--- src/rtl/cal_alarm_pkg.sv ---
package cal_alarm_pkg;
  localparam int FIELD_W    = 8;
  localparam int NUM_FIELDS = 6;
  localparam int NUM_ALARMS = 2;

  typedef enum logic [2:0] {
    FLD_SEC   = 3'd0,
    FLD_MIN   = 3'd1,
    FLD_HOUR  = 3'd2,
    FLD_DATE  = 3'd3,
    FLD_MONTH = 3'd4,
    FLD_DOW   = 3'd5
  } field_e;
endpackage

--- src/rtl/alarm_reg_bank.sv ---
module alarm_reg_bank #(
  parameter int NUM_FIELDS = cal_alarm_pkg::NUM_FIELDS,
  parameter int FIELD_W    = cal_alarm_pkg::FIELD_W,
  parameter int IDX_W      = 3
) (
  input  logic                          clk_i,
  input  logic                          rst_ni,
  input  logic                          wr_en_i,
  input  logic [IDX_W-1:0]              wr_idx_i,
  input  logic [FIELD_W-1:0]            wr_data_i,
  output logic [NUM_FIELDS*FIELD_W-1:0] bytes_o
);
  for (genvar k = 0; k < NUM_FIELDS; k++) begin : g_fld
    logic [FIELD_W-1:0] byte_q;
    always_ff @(posedge clk_i or negedge rst_ni) begin
      if (!rst_ni)
        byte_q <= '0;
      else if (wr_en_i && (wr_idx_i == IDX_W'(k)))
        byte_q <= wr_data_i;
    end
    assign bytes_o[k*FIELD_W +: FIELD_W] = byte_q;
  end
endmodule

--- src/rtl/alarm_field_match.sv ---
module alarm_field_match #(
  parameter int NUM_FIELDS = cal_alarm_pkg::NUM_FIELDS,
  parameter int FIELD_W    = cal_alarm_pkg::FIELD_W
) (
  input  logic [NUM_FIELDS*FIELD_W-1:0] alm_i,
  input  logic [NUM_FIELDS*FIELD_W-1:0] rtc_i,
  output logic                          hit_o
);
  // top bit of each alarm byte is the enable; never part of the value
  localparam logic [FIELD_W-1:0] VAL_MASK = {1'b0, {(FIELD_W-1){1'b1}}};

  logic [NUM_FIELDS-1:0] en;
  logic [NUM_FIELDS-1:0] eq;

  for (genvar k = 0; k < NUM_FIELDS; k++) begin : g_cmp
    assign en[k] = alm_i[k*FIELD_W + FIELD_W-1];
    assign eq[k] = ((alm_i[k*FIELD_W +: FIELD_W] ^ rtc_i[k*FIELD_W +: FIELD_W])
                    & VAL_MASK) == '0;
  end

  assign hit_o = (|en) & (&(~en | eq));
endmodule

--- src/rtl/alarm_edge_flag.sv ---
module alarm_edge_flag (
  input  logic clk_i,
  input  logic rst_ni,
  input  logic tick_i,
  input  logic hit_i,
  input  logic clr_i,
  output logic flag_o,
  output logic pulse_o
);
  logic prev_q;
  logic fire;

  assign fire = tick_i & hit_i & ~prev_q;

  always_ff @(posedge clk_i or negedge rst_ni) begin
    if (!rst_ni) begin
      prev_q  <= 1'b0;
      flag_o  <= 1'b0;
      pulse_o <= 1'b0;
    end else begin
      if (tick_i) prev_q <= hit_i;
      pulse_o <= fire;
      flag_o  <= fire | (flag_o & ~clr_i);  // set wins over clear
    end
  end
endmodule

--- src/rtl/cal_alarm_cmp.sv ---
module cal_alarm_cmp #(
  parameter int NUM_ALARMS = cal_alarm_pkg::NUM_ALARMS,
  parameter int NUM_FIELDS = cal_alarm_pkg::NUM_FIELDS,
  parameter int FIELD_W    = cal_alarm_pkg::FIELD_W,
  parameter int ALM_W      = (NUM_ALARMS > 1) ? $clog2(NUM_ALARMS) : 1,
  parameter int FLD_W      = $clog2(NUM_FIELDS + 1)
) (
  input  logic                          clk_i,
  input  logic                          rst_ni,
  input  logic                          wr_en_i,
  input  logic [ALM_W-1:0]              wr_alarm_i,
  input  logic [FLD_W-1:0]              wr_field_i,
  input  logic [FIELD_W-1:0]            wr_data_i,
  input  logic [NUM_FIELDS*FIELD_W-1:0] rtc_fields_i,
  input  logic                          tick_i,
  input  logic [NUM_ALARMS-1:0]         flag_clr_i,
  output logic [NUM_ALARMS-1:0]         alarm_flag_o,
  output logic [NUM_ALARMS-1:0]         alarm_pulse_o
);
  localparam int BANK_W = NUM_FIELDS * FIELD_W;

  for (genvar a = 0; a < NUM_ALARMS; a++) begin : g_alm
    logic              set_wr;
    logic [BANK_W-1:0] alm_bytes;
    logic              hit;

    assign set_wr = wr_en_i && (wr_alarm_i == ALM_W'(a));

    alarm_reg_bank #(
      .NUM_FIELDS(NUM_FIELDS), .FIELD_W(FIELD_W), .IDX_W(FLD_W)
    ) u_bank (
      .clk_i    (clk_i),
      .rst_ni   (rst_ni),
      .wr_en_i  (set_wr),
      .wr_idx_i (wr_field_i),
      .wr_data_i(wr_data_i),
      .bytes_o  (alm_bytes)
    );

    alarm_field_match #(
      .NUM_FIELDS(NUM_FIELDS), .FIELD_W(FIELD_W)
    ) u_match (
      .alm_i(alm_bytes),
      .rtc_i(rtc_fields_i),
      .hit_o(hit)
    );

    alarm_edge_flag u_flag (
      .clk_i  (clk_i),
      .rst_ni (rst_ni),
      .tick_i (tick_i),
      .hit_i  (hit),
      .clr_i  (flag_clr_i[a]),
      .flag_o (alarm_flag_o[a]),
      .pulse_o(alarm_pulse_o[a])
    );
  end
endmodule

--- config.mk ---
export PLATFORM = sky130hd
export DESIGN_NAME = cal_alarm_cmp
export DESIGN_NICKNAME = d
export VERILOG_FILES = /design/src/rtl/cal_alarm_pkg.sv /design/src/rtl/alarm_reg_bank.sv /design/src/rtl/alarm_field_match.sv /design/src/rtl/alarm_edge_flag.sv /design/src/rtl/cal_alarm_cmp.sv
export SDC_FILE = /design/constraint.sdc
export NUM_CORES = 1
export LEC_CHECK = 0
export BUFFER_PORTS_ARGS = -buffer_cell sky130_fd_sc_hd__buf_4
export CORE_MARGIN = 1
export CORE_UTILIZATION = 55
export DETAILED_ROUTE_END_ITERATION = 6
export GPL_TIMING_DRIVEN = 0
export PLACE_DENSITY_LB_ADDON = 0.05
export SYNTH_ARGS = -nofsm -noshare
export SYNTH_HDL_FRONTEND = slang
export SYNTH_SLANG_ARGS = --single-unit
--- constraint.sdc ---
create_clock -name clk_i -period 4.2 [get_ports clk_i]
set_input_delay 0.84 -clock clk_i [delete_from_list [all_inputs] [get_ports clk_i]]
set_output_delay 0.84 -clock clk_i [all_outputs]
set_load 0.02 [all_outputs]
# Word-level counts from Yosys, hierarchy flattened
# Cells that the tools add are included.
classes:
  n_eq_ne: 5
  bitwise: 31
  reduce_logical: 31
op_table:
  columns: ["operator", "n"]
  rows:
  - ["logical NOT 8 bit", 12]
  - ["bitwise XOR 7 bit", 12]
  - ["logical AND 1 bit", 14]
  - ["NOT 6 bit", 2]
  - ["bitwise OR 6 bit", 2]
  - ["AND reduction 6 bit", 2]
  - ["OR reduction 6 bit", 2]
  - ["AND 1 bit", 8]
  - ["equality test 3 x 2 -> 1 bit, second input constant", 2]
  - ["equality test 3 bit, second input constant", 2]
  - ["NOT 1 bit", 5]
  - ["equality test 3 x 1 -> 1 bit, second input constant", 1]
  - ["logical NOT 3 bit", 1]
  - ["bitwise OR 1 bit", 2]
word_totals:
  register_bits: 102
  input_bits: 66
  word_cells: 85

# Logic depth before layout (Yosys ltp)
# Gate-level depths: netlist of the first run.
depth:
  ltp_word: 8
  depth_mapped: 5
  depth_no_buf: 5

# Cells and area by module
# A second synthesis of the first run with hierarchy kept.
hier_totals:
  cells_unflattened: 352
  hier_area_um2: 4870.9
modules_own_cells:
  columns: ["module", "n_inst", "cells_per_inst", "area_each_um2", "seq_area_each_um2"]
  rows:
  - ["alarm_reg_bank", 2, 106, 1833.0, 1201.2]
  - ["alarm_field_match", 2, 60, 493.0, 0.0]
  - ["alarm_edge_flag", 2, 9, 101.3, 75.1]
  - ["cal_alarm_cmp", 1, 2, 16.3, 0.0]

# Worst setup path before layout of the first run
# No wires, ideal clock.
synth_timing:
  path_type: "input to register"
  from: "in wr_alarm_i"
  to: "reg g_alm[0].u_bank.g_fld[3].byte_q[0]"
  setup_ns: 0.125
  arrival_time_ns: 1.916
  t_required_ns: 4.075
  slack_ns: 2.159
  cell_stages: 5
  path_cell_list: "buf_2 nor3b_4 and3_2 buf_6 mux2_2"
synth_via:
  elab_chain_len: 3
synth_rtl:
  columns: ["element", "line_no", "source"]
  rows:
  - ["from (decl)", "cal_alarm_cmp.sv:11", "input logic [ALM_W-1:0] wr_alarm_i,"]
  - ["NOT 1 bit", "cal_alarm_cmp.sv:27", "assign set_wr = wr_en_i && (wr_alarm_i == ALM_W'(a));"]
  - ["logical AND 1 bit", "cal_alarm_cmp.sv:27", null]
  - ["logical AND 1 bit", "alarm_reg_bank.sv:18", "else if (wr_en_i && (wr_idx_i == IDX_W'(k)))"]
  - ["to (signal assigned)", "alarm_reg_bank.sv:19", "byte_q <= wr_data_i;"]
  - ["to (decl)", "alarm_reg_bank.sv:14", "logic [FIELD_W-1:0] byte_q;"]
# No other way between the ends.
# A chain may end at the register's enable or synchronous reset.

# Final worst setup path of the first run
layout_timing:
  from: "in rtc_fields_i[43]"
  to: "reg g_alm[0].u_flag.flag_o"
layout_via:
  elab_chain_len: 8
layout_rtl:
  columns: ["element", "line_no", "source"]
  rows:
  - ["from (decl)", "cal_alarm_cmp.sv:14", "input logic [NUM_FIELDS*FIELD_W-1:0] rtc_fields_i,"]
  - ["bitwise XOR 7 bit", "alarm_field_match.sv:17", "assign eq[k] = ((alm_i[k*FIELD_W +: FIELD_W] ^ rtc_i[k*FIELD_W +: FIELD_W])"]
  - ["logical NOT 8 bit", "alarm_field_match.sv:17", null]
  - ["bitwise OR 6 bit", "alarm_field_match.sv:21", "assign hit_o = (|en) & (&(~en | eq));"]
  - ["AND reduction 6 bit", "alarm_field_match.sv:21", null]
  - ["AND 1 bit", "alarm_field_match.sv:21", null]
  - ["AND 1 bit (2 in a row)", "alarm_edge_flag.sv:13", "assign fire = tick_i & hit_i & ~prev_q;"]
  - ["bitwise OR 1 bit", "alarm_edge_flag.sv:23", "flag_o <= fire | (flag_o & ~clr_i);"]
  - ["to (signal assigned)", "alarm_edge_flag.sv:23", null]
  - ["to (decl)", "alarm_edge_flag.sv:7", "output logic flag_o,"]
# No other way between the ends.

==> results of run 1 <==
## metal layers
| metal | GRT usage | vias up | routed length [um] |
|---|---|---|---|
| met4 | 0.08840 | 0 | 204 |
| met3 | 0.04552 | 12 | 311 |
| met1 | 0.3286 | 1527 | 4925 |
| met2 | 0.3635 | 53 | 4731 |
| met5 | 0 | - | 0 |
| li1 | - | 1441 | - |
## area by class of cell
class / count / area share
plain buffers: 16 / 0.01506
clock buffers: 12 / 0.02706
clock inverters: 4 / 0.005455
inverters: 3 / 0.001964
multi-input cells: 244 / 0.4000
flip-flops and latches: 102 / 0.4451
well taps: 108 / 0.02357
repair buffers: 62 / 0.08182
## per-stage QoR
stage                     total power [mW]  setup slack, ns  hold WS, ns  area [um^2]
final                                2.562            2.098       0.4889         5734
after detailed placement             2.006            1.827       0.4761         5544
after floorplan                      1.793            2.159       0.4308         4943
after global routing                 2.709            1.994       0.5068         5734
after global placement               1.976            1.787       0.4524         5544
after CTS                            2.585            2.175       0.4895         5731
## worst max-delay path by stage
stage	startpoint	end	depth (start not counted)
finish	rtc_fields_i[43]	g_alm[0].u_flag.flag_o	6
detailed placement	rtc_fields_i[43]	g_alm[0].u_flag.flag_o	6
global placement	rtc_fields_i[40]	g_alm[0].u_flag.pulse_o	6
floorplan	wr_alarm_i	g_alm[0].u_bank.g_fld[3].byte_q[0]	5
global route	rtc_fields_i[43]	g_alm[0].u_flag.pulse_o	6
CTS	rtc_fields_i[43]	g_alm[0].u_flag.flag_o	6
## power groups by stage
stage / Clock (mW) / Sequential (mW) / Combinational [mW]
floorplan: 0 / 1.34 / 0.454
global placement: 0 / 1.37 / 0.608
detailed placement: 0 / 1.38 / 0.625
CTS: 0.595 / 1.36 / 0.628
global route: 0.634 / 1.39 / 0.684
finish: 0.579 / 1.36 / 0.621
## sequential cells by signal, indices dropped and copies added, names as in the netlist
name and cells:
g_alm.u_bank.g_fld.byte_q 96, g_alm.u_flag.flag_o 2, g_alm.u_flag.prev_q 2, g_alm.u_flag.pulse_o 2
## placed cells by master (no fill, tap or decap), types with 5 or more instances in the layout
cell type,count
sky130_fd_sc_hd__nand3_1,5
sky130_fd_sc_hd__xnor2_1,54
sky130_fd_sc_hd__xor2_1,30
sky130_fd_sc_hd__buf_4,65
sky130_fd_sc_hd__clkbuf_1,9
sky130_fd_sc_hd__clkbuf_8,11
sky130_fd_sc_hd__dfrtp_1,102
sky130_fd_sc_hd__mux2_2,96
sky130_fd_sc_hd__nand4_1,16
sky130_fd_sc_hd__o41ai_1,10
## worst max-delay path: stages
cell,delay [ns]
sky130_fd_sc_hd__buf_4,0.12
sky130_fd_sc_hd__xnor2_1,0.14
sky130_fd_sc_hd__nand4_1,0.13
sky130_fd_sc_hd__o41ai_1,0.56
sky130_fd_sc_hd__nand4_1,0.27
sky130_fd_sc_hd__o32ai_1,0.32
## kinds of logic (layout without fill, tap and decap cells)
group	after synthesis	in the layout	synth area share
XOR/XNOR	84	84	0.1488
flip-flops	102	102	0.5163
buffers and inverters	19	97	0.01974
AND/OR/NAND/NOR	48	48	0.06960
multiplexers	96	96	0.2187
AO/OA/AOI/OAI	16	16	0.02683
==> reports/summary.txt, run 1 <==
==================================================================================================
Status .............................................................................. finished clean
Endpoints failing setup .............................................................            0
Number of placed I/O pins ...........................................................           70
Library cell occupying the most area in the post-synthesis netlist .................. sky130_fd_sc_hd__dfrtp_1
Total instance count after detailed placement .......................................          535
Flops & latches, synth ..............................................................          102
Worst setup path class ..............................................................       in2reg
Number of nets in the synthesized netlist ...........................................          431
Count of buffers added by post-CTS timing repair for setup ..........................            0
FFs w/ async S/R, synth .............................................................        1.000
Overall die area ....................................................................    9371 um^2
Routed vias .........................................................................         3033
CTS Root Cell ....................................................................... sky130_fd_sc_hd__clkbuf_8
1st-iter DRT viols ..................................................................           78
Clock transition time at the flip-flop clock pins of the worst setup and hold paths .      0.09 ns
Port buffer count ...................................................................           62
Post-synth top flop ................................................................. sky130_fd_sc_hd__dfrtp_1
Remaining DRCs ......................................................................            0
Post-synth top cells ................................................................ sky130_fd_sc_hd__dfrtp_1, sky130_fd_sc_hd__mux2_2, sky130_fd_sc_hd__xnor2_1
Top cell type's share of synthesized area ...........................................       0.5163
Routed wire length ..................................................................     10170 um
Post-cts resize count ...............................................................            0
Post-detailed-placement half-perimeter wirelength ...................................      7258 um
Final Net Count .....................................................................          504
Post-route fraction of the period consumed by the critical path .....................       0.5004
Achievable clock frequency ..........................................................    475.8 MHz
Post-synth EDFFs ....................................................................            0
Chip width ..........................................................................     96.81 um
Worst r2r src ....................................................................... g_alm[0].u_bank.g_fld[5].byte_q[3]
TritonCTS clock tree ................................................................         done
Worst-case clock buffer depth .......................................................            2
Crit path capture type ..............................................................         flop
Worst slew slack as a fraction of its limit .........................................       0.3905
Hold path startpoint ................................................................ g_alm[0].u_flag.prev_q
GP Congestion .......................................................................       0.7980
Combined area of all synthesized cells ..............................................    4943 um^2
Die height ..........................................................................     96.81 um
Non-filler instance count after layout ..............................................          551
Sequential cell area in the final layout ............................................    2552 um^2
Gate count of the mapped netlist ....................................................          365
Reg2reg end ......................................................................... g_alm[0].u_flag.flag_o
Global-route wire length before repair ..............................................     16780 um
Leading cell types by total area after synthesis .................................... sky130_fd_sc_hd__dfrtp_1, sky130_fd_sc_hd__mux2_2, sky130_fd_sc_hd__xnor2_1, sky130_fd_sc_hd__xor2_1, sky130_fd_sc_hd__nand4_1
Post-detailed-route count of antenna-violating nets .................................            0
Reg2Reg Depth .......................................................................            5
Cell with the most instances after synthesis ........................................ sky130_fd_sc_hd__dfrtp_1
Fraction of power spent switching nets ..............................................       0.2868
CTS Buf Count .......................................................................            9
Transition time at the pin with the least slew margin ...............................    0.9142 ns
Number of antenna violations at the first check in global routing ...................            0
Global-route total usage across every layer .........................................       0.2346
Total area of multi-input combinational cells .......................................    2293 um^2
Largest net degree at the start of global routing ...................................          103
Max VDD drop ........................................................................    0.2440 mV
H-tree level count ..................................................................            3
Core area ...........................................................................    8721 um^2
Number of global-route vias before repair ...........................................         3251
Worst min-delay path class ..........................................................      reg2reg
PD cells ............................................................................ 446.7 nW/um^2
Filler Cell Count ...................................................................          683
Distinct cell type count after synthesis ............................................           32
Data required time at the worst endpoint ............................................      4.47 ns
Critical Path Start Type ............................................................    input pin
Router iterations before antenna repair .............................................            4
Net load switching power ............................................................    0.7345 mW
Setup skew after layout .............................................................   0.01217 ns
Standard-cell rows ..................................................................           34
Portion of total power attributed to sequential cells ...............................        0.531
Proportion of layout cells with a drive suffix above 1 ..............................       0.4379
Yosys warning total .................................................................            0
Routed WL per cell ..................................................................     18.46 um
Final critical path time including I/O delays and setup .............................     2.102 ns
Total negative setup slack ..........................................................         0 ns
Worst-path maximum fanout ...........................................................            3
Initial standard-cell utilization of the core .......................................       0.5669
Antenna diode count .................................................................            0
Global route overflow ...............................................................            0
Latest clock arrival within the worst-skew pair .....................................      0.37 ns
CTS Hold Buffers Added ..............................................................            0
Util after Layout ...................................................................       0.6575
Via-to-Cell Ratio ...................................................................        5.505
Number of maximum-capacitance constraint violations .................................            0
Internal cell power .................................................................     1.827 mW
Count of final max-slew check failures ..............................................            0
Sequential fraction of the synthesis area ...........................................       0.5163
Static leakage ......................................................................     2.502 nW
CTS Sinks ...........................................................................          102
Average instance area after synthesis ...............................................   13.54 um^2
Hold worst-path end ................................................................. g_alm[0].u_flag.pulse_o
Flop2flop setup slack ...............................................................      2.27 ns
Critical path data arrival time .....................................................      2.38 ns
Power share of the combinational group ..............................................        0.243
Part of the total power dissipated in the clock network .............................        0.226
Setup repair after global routing missed its margin .................................           no
Hold Violations, Final ..............................................................            0
Worst Hold Depth ....................................................................            1
Syn-to-layout area delta ............................................................       16.00%
==================================================================================================
Note: power is estimated with default switching activity, not from simulation.
==> run 2: changes to the inputs <==
--- a/config.mk
+++ b/config.mk
@@ -5,9 +5,10 @@
 export SDC_FILE = /design/constraint.sdc
 export NUM_CORES = 1
 export LEC_CHECK = 0
+export ABC_AREA = 1
 export BUFFER_PORTS_ARGS = -buffer_cell sky130_fd_sc_hd__buf_4
 export CORE_MARGIN = 1
-export CORE_UTILIZATION = 55
+export CORE_UTILIZATION = 52
 export DETAILED_ROUTE_END_ITERATION = 6
 export GPL_TIMING_DRIVEN = 0
 export PLACE_DENSITY_LB_ADDON = 0.05
==> constraint.sdc (replaced) <==
create_clock -name clk_i -period 1.8 [get_ports clk_i]
set_input_delay 0.36 -clock clk_i [delete_from_list [all_inputs] [get_ports clk_i]]
set_output_delay 0.36 -clock clk_i [all_outputs]
set_load 0.02 [all_outputs]
==> reports/summary.txt, run 2 <==
==================================================================================================
Status .............................................................................. finished clean
Total instance count after detailed placement .......................................          898   +68%
CTS Hold Buffers Added ..............................................................            0   unchanged
Number of nets in the synthesized netlist ...........................................          768   +78%
CTS Root Cell ....................................................................... sky130_fd_sc_hd__clkbuf_8
Worst-path maximum fanout ...........................................................            3   unchanged
Worst slack at placement ............................................................    0.1318 ns   -1.695 ns
CP cell instances ................................................................... nor2_1 > nor2_1 > nor2_1 > nand2_1 > o21ai_0 > nand2_1 > nor2_1 > nand3_1 > nand2_1
Antenna diode count .................................................................            0   unchanged
Total chip power ....................................................................     6.004 mW   +130%
Flop2flop setup slack ...............................................................      0.26 ns   -2.01 ns
Setup skew after layout .............................................................   0.01603 ns   +0.003862 ns
Total negative setup slack ..........................................................         0 ns   unchanged
Distinct cell type count after synthesis ............................................           22   -31%
Worst setup path class ..............................................................      reg2reg
Crit path capture type ..............................................................         flop
Yosys warning total .................................................................            0   unchanged
Core area ...........................................................................    9819 um^2   +13%
Die height ..........................................................................     102.7 um   +6.1%
Initial standard-cell utilization of the core .......................................       0.5372   -0.02965
Most frequent standard cell in the layout excluding fill and tap cells .............. sky130_fd_sc_hd__nand2_1
Top cell type's share of synthesized area ...........................................       0.4839   -0.03245
Post-route fraction of the period consumed by the critical path .....................       0.8578
Critical Path Start Type ............................................................         flop
CTS Buf Count .......................................................................            9   unchanged
Setup repair after global routing missed its margin .................................           no
Overall die area ....................................................................   10550 um^2   +13%
Routed wire length ..................................................................     12110 um   +19%
Data required time at the worst endpoint ............................................      2.09 ns   -2.38 ns
Highest metal layer with signal wires ...............................................         met4
Worst min-delay path class ..........................................................     in2async
Latest clock arrival within the worst-skew pair .....................................      0.35 ns   -0.02 ns
Achievable clock frequency ..........................................................    647.7 MHz
Count of final max-slew check failures ..............................................            0   unchanged
CTS Sinks ...........................................................................          102   unchanged
Transition time at the pin with the least slew margin ...............................    0.9338 ns   +0.01956 ns
Number of antenna violations at the first check in global routing ...................            0   unchanged
Final critical path time including I/O delays and setup .............................     1.544 ns
Routed vias .........................................................................         4481   +48%
1st-iter DRT viols ..................................................................          216   +180%
Most common cell type on the critical path .......................................... sky130_fd_sc_hd__nor2_1
Routed WL per cell ..................................................................     13.26 um   -28%
Detailed-routed wire length on met3 .................................................       639 um   +110%
PD cells ............................................................................ 983.1 nW/um^2   +120%
Global-route wire length before repair ..............................................     19820 um   +18%
Delay of the slowest cell on the worst path .........................................      0.43 ns   -0.13 ns
Number of flip-flops under the largest register name ................................           96   unchanged
Reg2reg end ......................................................................... g_alm[1].u_flag.flag_o
TritonCTS clock tree ................................................................         done
Gate count of the mapped netlist ....................................................          702   +92%
Post-detailed-route count of antenna-violating nets .................................            0   unchanged
Met2 Routed Length ..................................................................      5627 um   +19%
Average instance area after synthesis ...............................................   7.514 um^2   -45%
Post-cts resize count ...............................................................            0   unchanged
Post-synth EDFFs ....................................................................            0   unchanged
Library cell occupying the most area in the post-synthesis netlist .................. sky130_fd_sc_hd__dfrtp_1
Final Net Count .....................................................................          842   +67%
Number of placed I/O pins ...........................................................           70   unchanged
Count of buffers added by post-CTS timing repair for setup ..........................            0   unchanged
Worst-case clock buffer depth .......................................................            2   unchanged
Number of maximum-capacitance constraint violations .................................            0   unchanged
Post-synth top cells ................................................................ sky130_fd_sc_hd__nand2_1, sky130_fd_sc_hd__dfrtp_1, sky130_fd_sc_hd__o21ai_0
Endpoints failing setup .............................................................            0   unchanged
Proportion of layout cells with a drive suffix above 1 ..............................       0.1231   -0.3148
Largest Register .................................................................... g_alm.u_bank.g_fld.byte_q
Max VDD drop ........................................................................    0.6771 mV   +180%
GP Congestion .......................................................................       0.8778   +10%
Remaining DRCs ......................................................................            0   unchanged
FFs w/ async S/R, synth .............................................................        1.000   unchanged
Post-synth top flop ................................................................. sky130_fd_sc_hd__dfrtp_1
Clock transition time at the flip-flop clock pins of the worst setup and hold paths .      0.09 ns   about the same
Leading cell types in the layout, fill and taps excluded ............................ sky130_fd_sc_hd__nand2_1, sky130_fd_sc_hd__dfrtp_1, sky130_fd_sc_hd__o21ai_0
Cell with the most instances after synthesis ........................................ sky130_fd_sc_hd__nand2_1
Leading cell types by total area after synthesis .................................... sky130_fd_sc_hd__dfrtp_1, sky130_fd_sc_hd__nand2_1, sky130_fd_sc_hd__o21ai_0, sky130_fd_sc_hd__xnor2_1, sky130_fd_sc_hd__inv_1
Chip width ..........................................................................     102.7 um   +6.1%
Bufs and invs on worst path .........................................................            0   -1
Reg2Reg Depth .......................................................................            9   +4
Port buffer count ...................................................................           63   +1.6%
Global route overflow ...............................................................            0   unchanged
Non-filler instance count after layout ..............................................          913   +66%
Worst slew slack as a fraction of its limit .........................................       0.3775   -0.01304
Largest net degree at the start of global routing ...................................          103   unchanged
Metal-1 WL ..........................................................................      5587 um   +13%
Via-to-Cell Ratio ...................................................................        4.908   -11%
Static leakage ......................................................................     3.166 nW   +27%
Combined area of all synthesized cells ..............................................    5275 um^2   +6.7%
Global-route total usage across every layer .........................................       0.2512   +0.01659
Post-detailed-placement half-perimeter wirelength ...................................      8850 um   +22%
Syn-to-layout area delta ............................................................       15.77%
Hold Violations, Final ..............................................................            0   unchanged
Crit-path leading delay family ...................................................... simple AND/OR/NAND/NOR gates
PnR worst setup slack ...............................................................    0.2560 ns   -1.842 ns
Number of global-route vias before repair ...........................................         4097   +26%
Critical path data arrival time .....................................................      1.84 ns   -0.54 ns
Slowest-stage cell, CP .............................................................. sky130_fd_sc_hd__dfrtp_1
Router iterations before antenna repair .............................................            7   +3
Flops & latches, synth ..............................................................          102   unchanged
Worst r2r src ....................................................................... g_alm[1].u_bank.g_fld[3].byte_q[0]
H-tree level count ..................................................................            3   unchanged
Sequential fraction of the synthesis area ...........................................       0.4839   -0.03245
Standard-cell rows ..................................................................           36   +5.9%
==================================================================================================
[run 2: where the power goes]
part,switching (mW),internal [mW]
clock,0.739,0.670
combinational,0.789,0.692
sequential,0.348,2.76
total,1.88,4.13
[run 2: cell type report]
| cell class | count | area [um^2] |
|---|---|---|
| clock buffer | 11 | 141.4 |
| inverter | 84 | 315.3 |
| tap | 133 | 166.4 |
| fill | 912 | 3712 |
| buffer | 24 | 132.6 |
| multi-input combinational | 492 | 2275 |
| sequential | 102 | 2552 |
| clock inverter | 4 | 47.55 |
| timing repair buffer | 63 | 476.7 |
[run 2: worst register-to-register path: cells and delay by family (launching register included)]
| family | cells | cell delay (ns) |
|---|---|---|
| AO/OA/AOI/OAI | 1 | 0.27 |
| flip-flops | 1 | 0.43 |
| AND/OR/NAND/NOR | 8 | 0.80 |
[run 2: how the worst max path moves through the flow]
stage / startpoint / endpoint / slack, ns / cells after the start
5_1_grt: g_alm[1].u_bank.g_fld[3].byte_q[6] / g_alm[1].u_flag.flag_o / 0.17 / 10
3_3_place_gp: wr_en_i / g_alm[0].u_bank.g_fld[4].byte_q[6] / 0.15 / 7
4_1_cts: g_alm[1].u_bank.g_fld[3].byte_q[0] / g_alm[1].u_flag.flag_o / 0.28 / 9
6_report: g_alm[1].u_bank.g_fld[3].byte_q[0] / g_alm[1].u_flag.flag_o / 0.26 / 9
2_1_floorplan: wr_en_i / g_alm[0].u_bank.g_fld[4].byte_q[6] / 0.54 / 6
3_5_place_dp: wr_en_i / g_alm[0].u_bank.g_fld[4].byte_q[6] / 0.13 / 7
[run 2: through the flow]
step	hold WS (ns)	cell area [um^2]	utilization
floorplan	0.06441	5275	-
global placement	0.4112	5914	0.6023
detailed placement	0.4203	5914	0.6023
CTS	0.2359	6103	0.6216
global route	0.1788	6107	0.6219
finish	0.06905	6107	0.6219
[run 2: routing by layer]
| metal | global-route usage | up-vias |
|---|---|---|
| li1 | - | 2289 |
| met1 | 0.3442 | 2061 |
| met2 | 0.4103 | 113 |
| met3 | 0.04068 | 18 |
| met4 | 0.08022 | 0 |
| met5 | 0 | - |
[run 2: cells by family after synthesis]
family	synth area share
xor+xnor	0.08302
flops	0.4839
compound gates	0.09772
simple gates	0.2505
buf+inv	0.08491
